--- config.mk ---
export PLATFORM = sky130hd
export DESIGN_NAME = eoc_validate_filter
export DESIGN_NICKNAME = d
export VERILOG_FILES = /design/src/rtl/eoc_filter_pkg.sv /design/src/rtl/eoc_rst_sync.sv /design/src/rtl/eoc_persist_track.sv /design/src/rtl/eoc_accept_reg.sv /design/src/rtl/eoc_validate_filter.sv
export SDC_FILE = /design/constraint.sdc
export NUM_CORES = 1
export LEC_CHECK = 0
export CAP_MARGIN = 20
export CORE_MARGIN = 3
export CORE_UTILIZATION = 40
export DETAILED_ROUTE_END_ITERATION = 16
export HOLD_SLACK_MARGIN = 0.06
export PLACE_DENSITY = 0.7
export REMOVE_ABC_BUFFERS = 1
export SKIP_CTS_REPAIR_TIMING = 1
export SYNTH_ARGS = -nofsm -noshare
export SYNTH_HDL_FRONTEND = slang
export SYNTH_SLANG_ARGS = --single-unit
--- constraint.sdc ---
create_clock -name clk -period 0.8 [get_ports clk]
set_input_delay 0.16 -clock clk [delete_from_list [all_inputs] [get_ports clk]]
set_output_delay 0.16 -clock clk [all_outputs]
set_load 0.005 [all_outputs]
--- src/rtl/eoc_filter_pkg.sv ---
package eoc_filter_pkg;

  typedef enum logic [1:0] {
    EOC_PASS  = 2'd0,
    EOC_NEW   = 2'd1,
    EOC_CONF1 = 2'd2,
    EOC_CONF2 = 2'd3
  } eoc_mode_e;

  localparam int CNT_W = 2;
  typedef logic [CNT_W-1:0] match_cnt_t;
  localparam match_cnt_t CNT_ONE = match_cnt_t'(1);
  localparam match_cnt_t CNT_MAX = '1;

  // identical receipts needed before a word is accepted
  function automatic match_cnt_t need_count(eoc_mode_e m);
    return match_cnt_t'(m);
  endfunction

endpackage

--- src/rtl/eoc_rst_sync.sv ---
module eoc_rst_sync #(
  parameter int SYNC_STAGES = 2
) (
  input  logic clk,
  input  logic rst_n,
  output logic rst_q
);

  logic [SYNC_STAGES-1:0] sync_q;
  logic [SYNC_STAGES-1:0] sync_d;

  always_comb begin
    sync_d = {sync_q[SYNC_STAGES-2:0], 1'b1};
  end

  always_ff @(posedge clk or negedge rst_n) begin
    if (!rst_n) begin
      sync_q <= '0;
    end else begin
      sync_q <= sync_d;
    end
  end

  assign rst_q = sync_q[SYNC_STAGES-1];

endmodule

--- src/rtl/eoc_persist_track.sv ---
module eoc_persist_track
  import eoc_filter_pkg::*;
#(
  parameter int MSG_W = 8
) (
  input  logic             clk,
  input  logic             rst_q,
  input  logic             msg_vld,
  input  logic [MSG_W-1:0] msg_data,
  output logic [MSG_W-1:0] cand_nxt,
  output match_cnt_t       cnt_nxt
);

  logic [MSG_W-1:0] cand_q;
  match_cnt_t       cnt_q;
  logic             same_word;

  always_comb begin
    same_word = (cnt_q != '0) && (msg_data == cand_q);
    cand_nxt  = cand_q;
    cnt_nxt   = cnt_q;
    if (msg_vld) begin
      if (same_word) begin
        if (cnt_q != CNT_MAX) begin
          cnt_nxt = cnt_q + CNT_ONE;
        end
      end else begin
        cand_nxt = msg_data;
        cnt_nxt  = CNT_ONE;
      end
    end
  end

  always_ff @(posedge clk or negedge rst_q) begin
    if (!rst_q) begin
      cand_q <= '0;
      cnt_q  <= '0;
    end else if (msg_vld) begin
      cand_q <= cand_nxt;
      cnt_q  <= cnt_nxt;
    end
  end

endmodule

--- src/rtl/eoc_accept_reg.sv ---
module eoc_accept_reg
  import eoc_filter_pkg::*;
#(
  parameter int MSG_W = 8
) (
  input  logic             clk,
  input  logic             rst_q,
  input  eoc_mode_e        mode,
  input  logic             half_sf_tick,
  input  logic             msg_vld,
  input  logic [MSG_W-1:0] cand_nxt,
  input  match_cnt_t       cnt_nxt,
  input  logic             irq_ack,
  output logic [MSG_W-1:0] rx_msg,
  output logic             irq,
  output logic             held_vld
);

  logic [MSG_W-1:0] rx_q, rx_d;
  logic             held_q, held_d;
  logic             irq_q, irq_d;
  logic             is_new;
  logic             load;

  always_comb begin
    is_new = !held_q || (cand_nxt != rx_q);
    if (mode == EOC_PASS) begin
      load = half_sf_tick;
    end else begin
      load = msg_vld && (cnt_nxt >= need_count(mode)) && is_new;
    end
    rx_d   = load ? cand_nxt : rx_q;
    held_d = held_q | load;
    irq_d  = load | (irq_q & ~irq_ack);
  end

  always_ff @(posedge clk or negedge rst_q) begin
    if (!rst_q) begin
      rx_q   <= '0;
      held_q <= 1'b0;
    end else if (load) begin
      rx_q   <= rx_d;
      held_q <= held_d;
    end
  end

  always_ff @(posedge clk or negedge rst_q) begin
    if (!rst_q) begin
      irq_q <= 1'b0;
    end else begin
      irq_q <= irq_d;
    end
  end

  assign rx_msg   = rx_q;
  assign irq      = irq_q;
  assign held_vld = held_q;

endmodule

--- src/rtl/eoc_validate_filter.sv ---
module eoc_validate_filter
  import eoc_filter_pkg::*;
#(
  parameter int MSG_W       = 8,
  parameter int SYNC_STAGES = 2
) (
  input  logic             clk,
  input  logic             rst_n,
  input  logic             msg_vld,
  input  logic [MSG_W-1:0] msg_data,
  input  logic             half_sf_tick,
  input  logic [1:0]       mode,
  input  logic             irq_ack,
  output logic [MSG_W-1:0] rx_msg,
  output logic             irq
);

  logic             rst_q;
  logic [MSG_W-1:0] cand_nxt;
  match_cnt_t       cnt_nxt;
  logic             held_vld;
  eoc_mode_e        mode_e;

  assign mode_e = eoc_mode_e'(mode);

  eoc_rst_sync #(.SYNC_STAGES(SYNC_STAGES)) u_rst_sync (
    .clk   (clk),
    .rst_n (rst_n),
    .rst_q (rst_q)
  );

  eoc_persist_track #(.MSG_W(MSG_W)) u_track (
    .clk      (clk),
    .rst_q    (rst_q),
    .msg_vld  (msg_vld),
    .msg_data (msg_data),
    .cand_nxt (cand_nxt),
    .cnt_nxt  (cnt_nxt)
  );

  eoc_accept_reg #(.MSG_W(MSG_W)) u_accept (
    .clk          (clk),
    .rst_q        (rst_q),
    .mode         (mode_e),
    .half_sf_tick (half_sf_tick),
    .msg_vld      (msg_vld),
    .cand_nxt     (cand_nxt),
    .cnt_nxt      (cnt_nxt),
    .irq_ack      (irq_ack),
    .rx_msg       (rx_msg),
    .irq          (irq),
    .held_vld     (held_vld)
  );

endmodule

==> results of run 1 <==
==> worst max-delay path, cell delays in order (launching register included) <==
cell	delay (ns)
dfrtp_1	0.43
xnor2_1	0.15
nand4_1	0.14
nor3_2	0.24
nand4b_1	0.14
o21ai_1	0.10
ha_1	0.25
nand2b_4	0.15
a21oi_2	0.13
o21ai_2	0.07
o31a_1	0.14
buf_6	0.15
mux2_4	0.29
==> metrics by stage <==
stage | utilization [%] | hold WS, ns | cells | setup WS (ns) | instance area [µm²]
final | 66.44 | 0.2045 | 188 | -1.674 | 1848
after global routing | 66.44 | 0.2476 | 188 | -1.823 | 1848
after CTS | 61.18 | -0.01302 | 180 | -1.790 | 1702
after detailed placement | 59.87 | 0.2144 | 176 | -1.998 | 1665
after global placement | 59.87 | 0.2078 | 176 | -1.954 | 1665
after floorplan | - | -0.1356 | 89 | -1.670 | 1149
==> cells by family (layout without fill, tap and decap cells) <==
kind of cell / Yosys count / in the layout / share of synthesized area [%]
buffers and inverters: 5 / 70 / 2.875
DFF: 22 / 22 / 46.86
other: 1 / 1 / 0.3192
AOI/OAI and AO/OA: 9 / 9 / 4.899
xor gates and xnor gates: 22 / 22 / 17.04
adders and majority gates: 2 / 2 / 2.130
muxes: 18 / 18 / 19.81
and+or+nand+nor: 13 / 13 / 6.071
==> flip-flops by register name (all words and copies together), names as in the netlist <==
signal and cells:
u_rst_sync.sync_q 2, u_accept.held_vld 1, u_track.cnt_q 2, u_accept.irq 1
u_accept.rx_msg 8, u_track.cand_q 8
==> cells in the final DEF (no fill, tap or decap) <==
master,n
buf_4,23
dfrtp_1,22
buf_6,21
xor2_1,13
clkdlybuf4s50_1,13
mux2_4,10
mux2_2,8
xnor2_1,7
clkbuf_2,5
clkbuf_4,3
o21ai_0,2
nand3_1,2
xnor2_2,2
inv_1,2
nor2_1,2
nor4_1,2
ha_1,2
nand4_1,1
nor3_2,1
nand4b_1,1
o21ai_1,1
nand2_1,1
nor3_1,1
a32oi_1,1
nand2b_4,1
a21oi_2,1
o21ai_2,1
o31a_1,1
a21o_1,1
o21a_1,1
or2_4,1
clkbuf_8,1
dlygate4sd3_1,1
dlymetal6s2s_1,1
conb_1,1
==> layout make-up <==
type	count	area share, %
multi-input combinational	65	33.99
timing repair buffer	64	31.75
sequential	22	29.79
tap	31	2.099
clock buffer	4	1.963
inverter	2	0.4062
==> final timing paths <==
path / start / endpoint / slack (ns)
worst max-delay path: u_track.cand_q[1] / u_accept.rx_msg[7] / -1.67
worst min-delay path: u_rst_sync.sync_q[1] / u_accept.rx_msg[2] / 0.20
worst max register to register: u_track.cand_q[1] / u_accept.rx_msg[7] / -1.67
worst min register to register: u_rst_sync.sync_q[1] / u_accept.rx_msg[2] / 0.20
max in group asynchronous: rst_n / u_rst_sync.sync_q[1] / 0.15
min in group clk: u_rst_sync.sync_q[0] / u_rst_sync.sync_q[1] / 0.37
==> power by group <==
group,leakage [nW],internal [mW],switching [mW]
Sequential,0.254,1.26,0.129
Clock,0.0210,0.278,0.371
Combinational,0.599,0.939,0.489
Total,0.875,2.48,0.989
==> per-layer routing <==
metal  track usage, %  part of all wire, %  wire (µm)
met1            20.91                   45       1222
met2            26.85                   53       1427
met3            2.160                  1.6         43
met4            6.646                 0.59         16
met5                0                    0          0
==> summary.md, run 1 <==
| Metric | Value |
|---|---|
| Layout overhead on the synthesized area | 57.29% |
| Worst-path clk slew | 0.14 ns |
| Sequential cell area | 550.5 µm² |
| Worst EP required | 1.01 ns |
| Ant diodes | 0 |
| Synth unique cells | 26 |
| Initial antenna violation count | 0 |
| First-pass GRT wire length | 4291 µm |
| Post-synth EDFFs | 0 |
| Fillers | 216 |
| # IOs | 24 |
| Async SR Flop Fraction | 100.0% |
| Leak | 0.8749 nW |
| Top cell type's share of synthesized area | 46.86% |
| FF-to-FF path depth | 12 |
| CTS root buffer | clkbuf_4 |
| Vias in the first global route | 955 |
| Mapped Cells | 92 |
| Grt total ovfl | 0 |
| Vias per cell | 4.830 |
| Largest net degree at the start of global routing | 21 |
| Routability Congestion | 0.7520 |
| VDD IR max | 1570 µV |
| Post-DP HPWL | 1974 µm |
| Worst Hold Class | reg -> async |
| Synth Register Bits | 22 |
| Synth warn | 0 |
| CTS HTree Levels | 1 |
| Row cnt | 19 |
| Total power | 3.466 mW |
| Mapped Area | 1175 µm² |
| Port buffer count | 23 |
| Pre-antenna DRT Iters | 3 |
| Share of layout cells above drive strength 1 | 49.68% |
| Power per cell area | 1876 nW/µm² |
| Final hold viol count | 0 |
| Max Fclk | 0.4042 GHz |
| Top post-synthesis cells by area | dfrtp_1, mux2_4, xor2_1 |
| Area leader, netlist | dfrtp_1 |
| Die Y | 60.20 µm |
| Violated checks | setup timing |
| Crit. End Element | flip-flop |
| Top FF cell, synth | dfrtp_1 |
| CTS Sinks | 22 |
| Fin crit share | 309.2% |
| Max-Cap Viols | 0 |
| Status | finished with violations |
| Clock Tree Buf Depth | 2 |
| Gr usage total | 16.14% |
| Post-route ant nets | 0 |
| Die ar. | 3623 µm² |
| Setup violators final | 29 |
| Clock Latency Late Sink | 0.32 ns |
| # nets final | 175 |
| Die width | 60.20 µm |
| Final WS setup | -1.674 ns |
| Tmin final | 2.474 ns |
| Total routed wirelength | 2711 µm |
| Count leader, synth | dfrtp_1 |
| Critical setup path kind | reg -> reg |
| Crit path launch type | flip-flop |
| RSZ-0062 raised after global routing | true |
| Post-Route Setup TNS | -21.46 ns |
| Pins over their slew limit | 0 |
| # DRC | 0 |
| Syn Area/Cell | 12.77 µm² |
| CTS buffer count | 3 |
| Via count | 908 |
| Seq/Total Area, Yosys | 46.86% |
| Clock skew | 0.01195 ns |
| Core area | 2781 µm² |
| CTS tree | done |
| Crit path DAT | 2.68 ns |
| Initial DRC Count | 14 |
| Top cells by count, synth | dfrtp_1, xor2_1, mux2_2 |
| Initial Util | 42.24% |
| Area of the multi-input gates | 628.1 µm² |
| CP Max Fanout | 5 |
| Routed length per instance | 14.42 µm |
(Power assumes the default switching activity.)
==> inputs of run 2 (changes only) <==
--- a/config.mk
+++ b/config.mk
@@ -11,6 +11,7 @@
 export DETAILED_ROUTE_END_ITERATION = 16
 export HOLD_SLACK_MARGIN = 0.06
 export PLACE_DENSITY = 0.7
+export RECOVER_POWER = 50
 export REMOVE_ABC_BUFFERS = 1
 export SKIP_CTS_REPAIR_TIMING = 1
 export SYNTH_ARGS = -nofsm -noshare
==> run 2 against run 1 <==
  * The flow still finishes with violations (setup timing)
  * Global-route usage unchanged
  * Maximum frequency about the same
  * Routed wire length about the same
  * Register-to-register slack about the same
  * Die area unchanged
  * Setup slack got worse by 0.00064 ns
  * Non-clock buffer count unchanged
  * Via count unchanged
  * Cell area decreased by 0.14%
  * Clock-buffer cell count unchanged
  * Clock skew about the same
  * Combinational power about the same
  * Largest power group unchanged
==> summary.md, run 2 (synthesized netlist as in run 1, its figures left out) <==
| Metric | Value |
|---|---|
| Crit Reg-Reg Endpoint | u_accept.rx_msg[7] |
| # DRC | 0 |
| Initial Util | 42.24% |
| Worst EP required | 1.01 ns |
| Clock Tree Buf Depth | 2 |
| Post-Route Setup TNS | -21.46 ns |
| Pre-antenna DRT Iters | 3 |
| Ant diodes | 0 |
| Post-route cell area | 1846 µm² |
| Critical setup path kind | reg -> reg |
| Vias per cell | 4.830 |
| CTS buffer count | 3 |
| Placed Area | 1665 µm² |
| RSZ-0062 raised after global routing | true |
| Power per cell area | 1877 nW/µm² |
| Area of the multi-input gates | 628.1 µm² |
| Row cnt | 19 |
| Post-route ant nets | 0 |
| Die width | 60.20 µm |
| Share of the core filled with cells | 66.35% |
| Fin crit share | 309.3% |
| First-pass GRT wire length | 4291 µm |
| Max Fclk | 0.4041 GHz |
| Crit. End Element | flip-flop |
| CP Max Fanout | 5 |
| Die Y | 60.20 µm |
| Worst-path clk slew | 0.14 ns |
| CTS root buffer | clkbuf_4 |
| Initial antenna violation count | 0 |
| Status | finished with violations |
| Worst-Margin Slew | 0.5302 ns |
| Crit path launch type | flip-flop |
| Leak | 0.8742 nW |
| FF-to-FF path depth | 12 |
| Post-DP HPWL | 1974 µm |
| CTS Sinks | 22 |
| Clock skew | 0.01241 ns |
| Most frequent cells in the layout | buf_4, dfrtp_1, buf_6 |
| Routability Congestion | 0.7520 |
| CTS HTree Levels | 1 |
| Grt total ovfl | 0 |
| Max-Cap Viols | 0 |
| Sequential cell area | 550.5 µm² |
| Core area | 2781 µm² |
| Share of layout cells above drive strength 1 | 49.68% |
| CTS tree | done |
| Crit path DAT | 2.68 ns |
| Total routed wirelength | 2710 µm |
| Pint | 2.476 mW |
| Sw power | 0.9877 mW |
| Violated checks | setup timing |
| Largest net degree at the start of global routing | 21 |
| Initial DRC Count | 14 |
| Clock power frac | 18.7% |
| Slew margin rel. | 64.65% |
| # nets final | 175 |
| Switching Share | 28.52% |
| Fillers | 217 |
| Tmin final | 2.474 ns |
| # IOs | 24 |
| Routed length per instance | 14.41 µm |
| Final hold viol count | 0 |
| Via count | 908 |
| Worst Hold Class | reg -> async |
| Worst R2R Setup Slack | -1.67 ns |
| Worst R2R Start | u_track.cand_q[1] |
| Clock Latency Late Sink | 0.32 ns |
| Register share of total power | 40.1% |
| Die ar. | 3623 µm² |
| Layout overhead on the synthesized area | 57.08% |
| Gr usage total | 16.14% |
| Vias in the first global route | 955 |
| Comb power frac | 41.2% |
| Setup violators final | 29 |
| Final WS setup | -1.674 ns |
| Port buffer count | 23 |
| Pins over their slew limit | 0 |
| Final hold slack | 0.2931 ns |
| VDD IR max | 1570 µV |
[run 2: cell type report]
cell class	instances	share of cell area [%]
clock buffers	4	1.966
inverters	2	0.4068
multi-input cells	65	34.03
flip-flops and latches	22	29.83
well taps	31	2.102
repair buffers	64	31.66
[run 2: how the worst max path moves through the flow]
stage | from | to | slack, ns | cells past startpoint
6_report | u_track.cand_q[1] | u_accept.rx_msg[7] | -1.67 | 12
3_5_place_dp | msg_data[6] | u_accept.rx_msg[7] | -2.00 | 13
2_1_floorplan | u_track.cand_q[5] | u_accept.rx_msg[0] | -1.67 | 11
4_1_cts | u_track.cand_q[2] | u_accept.rx_msg[7] | -1.79 | 12
5_1_grt | u_track.cand_q[1] | u_accept.rx_msg[7] | -1.82 | 12
3_3_place_gp | msg_data[6] | u_accept.rx_msg[7] | -1.95 | 13
[run 2: power by group through the flow]
stage | Clock (mW) | Combinational [mW] | Sequential (mW)
2_1_floorplan | 0 | 0.469 | 1.45
3_3_place_gp | 0 | 1.23 | 1.38
3_5_place_dp | 0 | 1.24 | 1.40
4_1_cts | 0.657 | 1.26 | 1.37
5_1_grt | 0.710 | 1.54 | 1.41
6_report | 0.648 | 1.43 | 1.39
[run 2: per-stage QoR]
stage | power, mW | worst slack [ns] | instances
2_1_floorplan | 1.923 | -1.670 | 89
3_5_place_dp | 2.640 | -1.998 | 176
5_1_grt | 3.662 | -1.823 | 188
4_1_cts | 3.286 | -1.790 | 180
3_3_place_gp | 2.610 | -1.954 | 176
6_report | 3.464 | -1.674 | 188
[run 2: metal layers]
metal  routed length, µm  track usage (%)  share of wire [%]  up-vias
li1                    -                -                  -      448
met1                1222            20.91                 45      451
met2                1427            26.85                 53        7
met3                  43            2.160                1.6        2
met4                  16            6.646               0.59        0
met5                   0                0                  0        -
[run 2: critical path, stage by stage, from the launching register on]
cell and delay [ns]:
dfrtp_1 0.43, xnor2_1 0.15, nand4_1 0.14, nor3_2 0.24, nand4b_1 0.14, o21ai_1 0.10
ha_1 0.25, nand2b_4 0.15, a21oi_2 0.13, o21ai_2 0.07, o31a_1 0.14, buf_6 0.15
mux2_4 0.29
==> inputs of run 3 (changes only) <==
--- a/config.mk
+++ b/config.mk
@@ -14,6 +14,7 @@
 export RECOVER_POWER = 50
 export REMOVE_ABC_BUFFERS = 1
 export SKIP_CTS_REPAIR_TIMING = 1
+export SLEW_MARGIN = 20
 export SYNTH_ARGS = -nofsm -noshare
 export SYNTH_HDL_FRONTEND = slang
 export SYNTH_SLANG_ARGS = --single-unit
==> results of run 3 <==
Same layout as run 2: the final DEF is identical, and so are final timing and power.
